### config.mk
export PLATFORM = sky130hd
export DESIGN_NAME = int_alu_flags
export DESIGN_NICKNAME = d
export VERILOG_FILES = /design/src/rtl/alu_flags_pkg.sv /design/src/rtl/alu_decode.sv /design/src/rtl/alu_operand.sv /design/src/rtl/alu_addsub.sv /design/src/rtl/alu_flag_gen.sv /design/src/rtl/int_alu_flags.sv
export SDC_FILE = /design/constraint.sdc
export NUM_CORES = 1
export LEC_CHECK = 0
export BUFFER_PORTS_ARGS = -buffer_cell sky130_fd_sc_hd__buf_2
export CAP_MARGIN = 5
export CORE_UTILIZATION = 55
export CTS_BUF_LIST = sky130_fd_sc_hd__clkbuf_8
export DETAILED_ROUTE_END_ITERATION = 8
export PLACE_DENSITY = 0.81
export SLEW_MARGIN = 20
export SYNTH_ARGS = -nofsm -noshare
export SYNTH_HDL_FRONTEND = slang
export SYNTH_HIERARCHICAL = 1
export SYNTH_SLANG_ARGS = --single-unit
### constraint.sdc
create_clock -name clk -period 1.3 [get_ports clk]
set_clock_uncertainty 0.2 [all_clocks]
set_input_delay 0.13 -clock clk [delete_from_list [all_inputs] [get_ports clk]]
set_output_delay 0.13 -clock clk [all_outputs]
set_load 0.05 [all_outputs]
### src/rtl/alu_flags_pkg.sv
package alu_flags_pkg;

    localparam int OPC_W = 6;

    localparam int FLG_CY = 3;
    localparam int FLG_OV = 2;
    localparam int FLG_S  = 1;
    localparam int FLG_Z  = 0;

    typedef enum logic [OPC_W-1:0] {
        OPC_ADD_R   = 6'b001110,
        OPC_CMP_R   = 6'b001111,
        OPC_AND_R   = 6'b001010,
        OPC_ADD_I5  = 6'b010010,
        OPC_CMP_I5  = 6'b010011,
        OPC_ADD_I16 = 6'b110000,
        OPC_AND_I16 = 6'b110110
    } opc_e;

    typedef enum logic [1:0] {
        FN_ADD,
        FN_SUB,
        FN_AND,
        FN_NONE
    } fn_e;

    typedef enum logic [1:0] {
        BSEL_REG1,
        BSEL_IMM5S,
        BSEL_IMM16S,
        BSEL_IMM16Z
    } bsel_e;

    typedef struct packed {
        fn_e        fn;
        logic       a_is_reg1;
        bsel_e      bsel;
        logic       wr;
        logic [3:0] mask;
    } ctl_t;

    typedef enum logic {
        ST_IDLE,
        ST_RESULT
    } alu_state_e;

endpackage

### src/rtl/alu_decode.sv
module alu_decode
    import alu_flags_pkg::*;
(
    input  logic [OPC_W-1:0] op_code,
    output ctl_t             ctl
);

    localparam logic [3:0] MASK_ARITH = 4'b1111;
    localparam logic [3:0] MASK_LOGIC = 4'b0111;

    always_comb begin
        ctl = '{fn: FN_NONE, a_is_reg1: 1'b0, bsel: BSEL_REG1, wr: 1'b0, mask: 4'b0000};
        case (op_code)
            OPC_ADD_R: begin
                ctl.fn   = FN_ADD;
                ctl.wr   = 1'b1;
                ctl.mask = MASK_ARITH;
            end
            OPC_ADD_I5: begin
                ctl.fn   = FN_ADD;
                ctl.bsel = BSEL_IMM5S;
                ctl.wr   = 1'b1;
                ctl.mask = MASK_ARITH;
            end
            OPC_ADD_I16: begin
                ctl.fn        = FN_ADD;
                ctl.a_is_reg1 = 1'b1;
                ctl.bsel      = BSEL_IMM16S;
                ctl.wr        = 1'b1;
                ctl.mask      = MASK_ARITH;
            end
            OPC_CMP_R: begin
                ctl.fn   = FN_SUB;
                ctl.mask = MASK_ARITH;
            end
            OPC_CMP_I5: begin
                ctl.fn   = FN_SUB;
                ctl.bsel = BSEL_IMM5S;
                ctl.mask = MASK_ARITH;
            end
            OPC_AND_R: begin
                ctl.fn   = FN_AND;
                ctl.wr   = 1'b1;
                ctl.mask = MASK_LOGIC;
            end
            OPC_AND_I16: begin
                ctl.fn        = FN_AND;
                ctl.a_is_reg1 = 1'b1;
                ctl.bsel      = BSEL_IMM16Z;
                ctl.wr        = 1'b1;
                ctl.mask      = MASK_LOGIC;
            end
            default: ;
        endcase
    end

endmodule

### src/rtl/alu_operand.sv
module alu_operand
    import alu_flags_pkg::*;
#(
    parameter int DATA_W  = 32,
    parameter int IMM_S_W = 5,
    parameter int IMM_L_W = 16
) (
    input  logic               a_is_reg1,
    input  bsel_e              bsel,
    input  logic [DATA_W-1:0]  src1,
    input  logic [DATA_W-1:0]  src2,
    input  logic [IMM_S_W-1:0] imm_s,
    input  logic [IMM_L_W-1:0] imm_l,
    output logic [DATA_W-1:0]  opa,
    output logic [DATA_W-1:0]  opb
);

    localparam int PAD_S = DATA_W - IMM_S_W;
    localparam int PAD_L = DATA_W - IMM_L_W;

    logic [DATA_W-1:0] imm_s_sx;
    logic [DATA_W-1:0] imm_l_sx;
    logic [DATA_W-1:0] imm_l_zx;

    assign imm_s_sx = {{PAD_S{imm_s[IMM_S_W-1]}}, imm_s};
    assign imm_l_sx = {{PAD_L{imm_l[IMM_L_W-1]}}, imm_l};
    assign imm_l_zx = {{PAD_L{1'b0}}, imm_l};

    assign opa = a_is_reg1 ? src1 : src2;

    always_comb begin
        unique case (bsel)
            BSEL_REG1:   opb = src1;
            BSEL_IMM5S:  opb = imm_s_sx;
            BSEL_IMM16S: opb = imm_l_sx;
            BSEL_IMM16Z: opb = imm_l_zx;
            default:     opb = src1;
        endcase
    end

endmodule

### src/rtl/alu_addsub.sv
module alu_addsub #(
    parameter int DATA_W = 32
) (
    input  logic              sub,
    input  logic [DATA_W-1:0] a,
    input  logic [DATA_W-1:0] b,
    output logic [DATA_W-1:0] sum,
    output logic              carry,
    output logic              ovf
);

    localparam int MSB = DATA_W - 1;

    logic [DATA_W-1:0] b_eff;
    logic [DATA_W:0]   wide;

    assign b_eff = sub ? ~b : b;
    assign wide  = {1'b0, a} + {1'b0, b_eff} + {{DATA_W{1'b0}}, sub};
    assign sum   = wide[MSB:0];
    // carry out for add, inverted to a borrow for subtract
    assign carry = sub ? ~wide[DATA_W] : wide[DATA_W];
    assign ovf   = (a[MSB] == b_eff[MSB]) && (sum[MSB] != a[MSB]);

endmodule

### src/rtl/alu_flag_gen.sv
module alu_flag_gen
    import alu_flags_pkg::*;
#(
    parameter int DATA_W = 32
) (
    input  fn_e               fn,
    input  logic [DATA_W-1:0] a,
    input  logic [DATA_W-1:0] b,
    input  logic [DATA_W-1:0] sum,
    input  logic              carry,
    input  logic              ovf,
    output logic [DATA_W-1:0] res,
    output logic              cy,
    output logic              ov,
    output logic              s,
    output logic              z
);

    logic is_logic;

    assign is_logic = (fn == FN_AND);
    assign res      = is_logic ? (a & b) : sum;
    assign cy       = is_logic ? 1'b0 : carry;
    assign ov       = is_logic ? 1'b0 : ovf;
    assign s        = res[DATA_W-1];
    assign z        = ~|res;

endmodule

### src/rtl/int_alu_flags.sv
module int_alu_flags
    import alu_flags_pkg::*;
#(
    parameter int DATA_W  = 32,
    parameter int IMM_S_W = 5,
    parameter int IMM_L_W = 16
) (
    input  logic               clk,
    input  logic               rst_n,
    input  logic               issue,
    input  logic [OPC_W-1:0]   op_code,
    input  logic [DATA_W-1:0]  src1,
    input  logic [DATA_W-1:0]  src2,
    input  logic [IMM_S_W-1:0] imm_s,
    input  logic [IMM_L_W-1:0] imm_l,
    output logic               done,
    output logic [DATA_W-1:0]  result,
    output logic               wr_en,
    output logic               flag_cy,
    output logic               flag_ov,
    output logic               flag_s,
    output logic               flag_z,
    output logic [3:0]         flag_mask
);

    ctl_t              ctl;
    logic [DATA_W-1:0] opa;
    logic [DATA_W-1:0] opb;
    logic [DATA_W-1:0] sum;
    logic              carry;
    logic              ovf;
    logic [DATA_W-1:0] res_d;
    logic              cy_d;
    logic              ov_d;
    logic              s_d;
    logic              z_d;

    alu_state_e        state_q;
    alu_state_e        state_d;
    logic [DATA_W-1:0] result_q;
    logic              wr_q;
    logic              cy_q;
    logic              ov_q;
    logic              s_q;
    logic              z_q;
    logic [3:0]        mask_q;

    alu_decode u_decode (
        .op_code (op_code),
        .ctl     (ctl)
    );

    alu_operand #(
        .DATA_W  (DATA_W),
        .IMM_S_W (IMM_S_W),
        .IMM_L_W (IMM_L_W)
    ) u_operand (
        .a_is_reg1 (ctl.a_is_reg1),
        .bsel      (ctl.bsel),
        .src1      (src1),
        .src2      (src2),
        .imm_s     (imm_s),
        .imm_l     (imm_l),
        .opa       (opa),
        .opb       (opb)
    );

    alu_addsub #(
        .DATA_W (DATA_W)
    ) u_addsub (
        .sub   (ctl.fn == FN_SUB),
        .a     (opa),
        .b     (opb),
        .sum   (sum),
        .carry (carry),
        .ovf   (ovf)
    );

    alu_flag_gen #(
        .DATA_W (DATA_W)
    ) u_flags (
        .fn    (ctl.fn),
        .a     (opa),
        .b     (opb),
        .sum   (sum),
        .carry (carry),
        .ovf   (ovf),
        .res   (res_d),
        .cy    (cy_d),
        .ov    (ov_d),
        .s     (s_d),
        .z     (z_d)
    );

    // next-state logic
    always_comb begin
        unique case (state_q)
            ST_IDLE:   state_d = issue ? ST_RESULT : ST_IDLE;
            ST_RESULT: state_d = issue ? ST_RESULT : ST_IDLE;
            default:   state_d = ST_IDLE;
        endcase
    end

    // state register
    always_ff @(posedge clk or negedge rst_n) begin
        if (!rst_n) begin
            state_q <= ST_IDLE;
        end else begin
            state_q <= state_d;
        end
    end

    // registered result stage, loaded on each issue
    always_ff @(posedge clk or negedge rst_n) begin
        if (!rst_n) begin
            result_q <= '0;
            wr_q     <= 1'b0;
            cy_q     <= 1'b0;
            ov_q     <= 1'b0;
            s_q      <= 1'b0;
            z_q      <= 1'b0;
            mask_q   <= 4'b0000;
        end else if (issue) begin
            result_q <= res_d;
            wr_q     <= ctl.wr;
            cy_q     <= cy_d;
            ov_q     <= ov_d;
            s_q      <= s_d;
            z_q      <= z_d;
            mask_q   <= ctl.mask;
        end
    end

    assign done      = (state_q == ST_RESULT);
    assign result    = result_q;
    assign wr_en     = done & wr_q;
    assign flag_cy   = cy_q;
    assign flag_ov   = ov_q;
    assign flag_s    = s_q;
    assign flag_z    = z_q;
    assign flag_mask = done ? mask_q : 4'b0000;

endmodule

==> impl_results.md, run 1 <==
- Status: aborted with a tool error
- Failing step: 5_1_grt
- First Err: [ERROR GRT-0232] Routing congestion too high. Check the congestion heatmap in the GUI.
- Overflow left after global routing: 91
- CTS root buffer: clkbuf_8
- Port bufs: 135
- Syn Area/Cell: 8.957 um^2
- Mapped cell area: 0.006082 mm^2
- Pin count of the biggest net entering global routing: 23
- Area leader, netlist: dfrtp_1
- Area contributors post-synth: dfrtp_1 (17%), mux2_4 (17%), ha_1 (6.4%)
- Global placement routability congestion: 1.009
- Dpl hpwl: 15.51 mm
- Placed cells: 1,099
- EDFF count, synth: 0
- Cells after synthesis: 679
- Top Ports: 136
- Die span in x: 107.2 um
- Worst_ep grt: flag_z$_DFFE_PN0P_/D
- Synthesized flop and latch total: 42
- CTS sink cnt: 42
- Synth Net Count: 805
- Dominant synthesized flop cell: dfrtp_1
- Total GRT Usage: 72.25%
- Register area share after synthesis: 17.28%
- Row count: 38
- CTS Buf Count: 5
- Share of the synthesized area in the top cell type: 17.28%
- Cell variety after synth: 70
- Die Y: 107.2 um
- Post-synth ARST share: 100.0%
- Initial Util: 56.35%
- Clk buf depth: 2
- Synth warnings: 6
- Worst EP Category: register input
- H-tree depth: 2
==> metrics by stage <==
step           utilization (%)  cell area [um^2]  setup WS [ns]
3_3_place_gp             75.68              8168         -3.300
2_1_floorplan                -              6202         -2.884
3_5_place_dp             75.68              8168         -3.506
4_1_cts                  87.10              9400         -2.834
==> layer usage <==
metal | GRT usage [%] | GRT overflow
met5 | 10.00 | 0
met4 | 74.17 | 34
met3 | 52.64 | 0
met2 | 95.16 | 57
met1 | 69.84 | 0
==> kinds of logic after synthesis <==
family,share of synthesized area (%)
DFF,17.28
buffers and inverters,11.03
adders and majority gates,6.706
xor gates and xnor gates,9.072
muxes,27.03
and+or+nand+nor,14.30
AOI/OAI and AO/OA,14.59
==> timing repair <==
item | CTS
cloned | 4
hold endpoints to repair | 42
setup buffers | 46
setup endpoints to repair | 46
pin swaps | 66
hold buffers | 1
gates resized for setup | 175
==> synth_stat cells (2+ instances only) <==
cell and number:
nor3b_1 4, nand2_1 80, o21ai_1 40, and3_1 2, o21ai_0 18, nor2b_1 3, ha_1 31, a211oi_1 2
o21ai_2 7, clkbuf_1 9, a31oi_1 3, and2_1 9, nor4_2 2, nand2b_1 5, buf_2 8, mux2i_1 32
mux2_4 70, a21o_1 5, nand2_2 3, buf_6 13, nor3_1 2, o22ai_1 4, xor2_1 40, buf_4 6
mux2_2 9, o2111ai_1 2, o211ai_1 4, dfrtp_1 42, xnor2_1 23, nor4_1 6, a41oi_1 2, nor2_1 26
o21a_1 3, mux2_1 14, inv_1 56, o21bai_1 2, a211o_1 2, buf_12 9, a21oi_1 34, nand3_1 7
nand4_1 11
==> run 2, diff against run 1 <==
- CORE_UTILIZATION: 55 -> 40
- CTS_BUF_LIST: sky130_fd_sc_hd__clkbuf_8 -> unset
- PLACE_DENSITY: 0.81 -> unset
- PLACE_DENSITY_LB_ADDON: unset -> 0.15
==> run 2 against run 1 <==
The flow now finishes, with violations (design-rule violations, negative setup slack). Area after synthesis unchanged. Synthesized cell count unchanged.
==> impl_results.md, run 2 <==
- Filler-free cell count of the finished design: 1,183
- Synth warnings: 6
- Initial Util: 41.38%
- Register area share after synthesis: 17.28%
- Pin count of the biggest net entering global routing: 43
- CTS Buf Count: 5
- Fill cells: 1,229
- Util after Layout: 63.02%
- CP Launch Type: input pin
- CP required: 1.33 ns
- Area leader, netlist: dfrtp_1
- Cell variety after synth: 70
- Post-Synth XOR/XNOR Area: 9.072%
- Top cells by instance count after synthesis: nand2_1 (80), mux2_4 (70), inv_1 (56), dfrtp_1 (42)
- Share of layout cells above drive strength 1: 57.56%
- Min-delay worst type: in2reg
- Adder-Cell Fraction of Synth Area: 6.706%
- Final hold violations: 0
- Number of global-route vias before repair: 6,376
- Mapped cell area: 0.006082 mm^2
- CTS sink cnt: 42
- Post-synth ARST share: 100.0%
- Reg2reg setup slack: 0.30 ns
- PD cells: 1268 mW/mm^2
- Max rail drop VDD: 0.001037 V
- WHS Endpoint: done
- Cells after synthesis: 679
- FMAX: 0.2388 GHz
- Slew @ Worst Pin: 0.4267 ns
- Status: finished, violations left
- Port bufs: 135
- CP Data Arrival Time: 4.21 ns
- First-pass iteration count of the detailed router: 8
- Routed vias: 6,039
- Clk_lat worst skew: 0.28 ns
- Max transition margin: 71.55%
- Max FO, Critical Path: 6
- Final Critical Period: 4.188 ns
- Post-DRT Antenna Nets: 0
- Share of the synthesized area in the top cell type: 17.28%
- CTS root buffer: clkbuf_16
- Failing checks: design-rule violations, negative setup slack
- Die span in x: 125.3 um
- Setup CP Type: in2reg
- Synth Net Count: 805
- TritonCTS clock tree: built
- Critical R2R Launch: result[3]
- Post-synthesis mux area share: 27.03%
- Die Y: 125.3 um
- DRC viols: 14
- Dominant synthesized flop cell: dfrtp_1
- Global-route wire length before repair: 31.55 mm
- Initial antenna violation count: 0
- Total GRT Usage: 24.94%
- Hold_sp: issue
- Area contributors post-synth: dfrtp_1 (17%), mux2_4 (17%), ha_1 (6.4%)
- Clk buf depth: 2
- MaxCap Viol Count: 0
- Synth Area in Compound Gates: 14.59%
- WL final: 19.42 mm
- Top Ports: 136
- End of the worst register-to-register path: result[3]
- Syn Area/Cell: 8.957 um^2
- Final worst-path cycle share: 322.2%
- Overflow left after global routing: 0
- Vias per cell: 5.105
- Worst Reg-to-Reg Cells: 1
- Routed WL per cell: 16.41 um
- Die area: 0.01570 mm^2
- Final setup fails: 41
- Hold Path Depth: 2
- Simple-gate share of the synthesized area: 14.30%
- Clock-pin transition on the worst setup and hold timing paths: 0.06 ns
- Slew Limit Fails: 0
- Synthesized flop and latch total: 42
- Setup WS pre-CTS: -3.393 ns
- Final nets: 1,124
- Dpl hpwl: 15.51 mm
- RSZ-0062 raised after global routing: true
- Most frequent cells in the layout: buf_4 (181), buf_2 (124), mux2_4 (89)
- Global placement routability congestion: 0.9345
- H-tree depth: 2
- Commonest non-fill, non-tap cell in the layout: buf_4
- Placed cells: 1,148
- Row count: 44
- CP Capture Type: flip-flop
- EDFF count, synth: 0
- Count leader, synth: nand2_1
- Setup WS post-layout: -2.888 ns
- Area growth syn-to-layout: 52.29%
- Max FFs per register: 32
- First DRT Iteration DRCs: 246
- Leakage: 4.726 nW
- Power, Total: 0.01174 W
- N_diodes: 0
- Largest family of logic cells by synthesized area: multiplexers
- Core area: 0.01470 mm^2
==> run 2: critical path, cell delays in order <==
cell       delay [ns]
buf_8            0.10
or2b_1           0.26
nor3b_4          0.24
buf_12           0.15
buf_8            0.11
mux2i_2          0.22
o21ai_2          0.12
xor2_1           0.18
ha_1             0.34
buf_4            0.13
buf_4            0.13
nand2b_4         0.07
a211oi_4         0.25
buf_4            0.15
o2111ai_1        0.09
o211a_1          0.21
o311a_1          0.38
xnor2_1          0.16
nand2_2          0.08
o21ai_4          0.07
nor4_2           0.30
and4_1           0.22
mux2_4           0.13
==> run 2: area by class of cell <==
type | count | area [um^2] | share of cell area (%)
multi-input cells | 535 | 4900 | 52.90
well taps | 184 | 230.2 | 2.485
clock inverters | 2 | 12.51 | 0.1351
flip-flops and latches | 42 | 1052 | 11.36
clock buffers | 6 | 138.9 | 1.499
inverters | 56 | 210.2 | 2.269
repair buffers | 358 | 2719 | 29.35
==> run 2: what timing repair did <==
| item | in CTS | in global routing |
|---|---|---|
| pin swaps | 54 | 40 |
| endpoints found under the setup margin | 45 | 45 |
| hold buffers | 1 | 0 |
| setup buffers | 19 | 10 |
| hold endpoints to repair | 42 | 0 |
| resized for setup | 145 | 30 |
==> run 2: per-stage QoR <==
step | setup TNS [ns] | hold WS, ns | cell area (um^2)
floorplan | -80.70 | -0.3656 | 6202
global placement | -97.07 | -0.08288 | 8273
detailed placement | -98.88 | -0.07725 | 8273
CTS | -82.04 | 0.01171 | 9080
global route | -89.88 | 0.009535 | 9263
finish | -83.82 | 0.01924 | 9263
==> run 2: cells by family after synthesis <==
family	Yosys count
AND/OR/NAND/NOR	172
AO/OA/AOI/OAI	142
multiplexers	126
buffers and inverters	102
XOR/XNOR	63
flip-flops	42
adder cells (fa/ha/maj)	32
==> run 2: report_power, final <==
group | switching, W | internal, W | leakage, nW | total [W]
Clock | 0.000537 | 0.000761 | 0.0729 | 0.00130
Sequential | 0.000276 | 0.00175 | 0.507 | 0.00203
Combinational | 0.00450 | 0.00392 | 4.15 | 0.00842
Total | 0.00531 | 0.00643 | 4.73 | 0.0117
==> run 2: how the worst max path moves through the flow <==
stage,startpoint,endpoint,slack (ns),cells after the start
after floorplan,op_code[2],flag_z,-2.88,22
after global placement,op_code[2],flag_z,-3.35,25
after detailed placement,op_code[2],flag_z,-3.39,25
after CTS,op_code[3],flag_z,-2.92,23
after global routing,op_code[3],flag_z,-3.11,23
final,op_code[3],flag_z,-2.89,23
==> run 2: routing by layer <==
| metal | wire (um) | share of wire (%) | GRT usage, % | vias to the layer above |
|---|---|---|---|---|
| li1 | - | - | - | 3005 |
| met1 | 8397 | 43 | 30.05 | 2867 |
| met2 | 9897 | 51 | 46.63 | 140 |
| met5 | 0 | 0 | 0 | - |
| met4 | 434 | 2.2 | 5.954 | 0 |
| met3 | 688 | 3.5 | 3.209 | 27 |
Note: power is estimated with default switching activity, not from simulation.
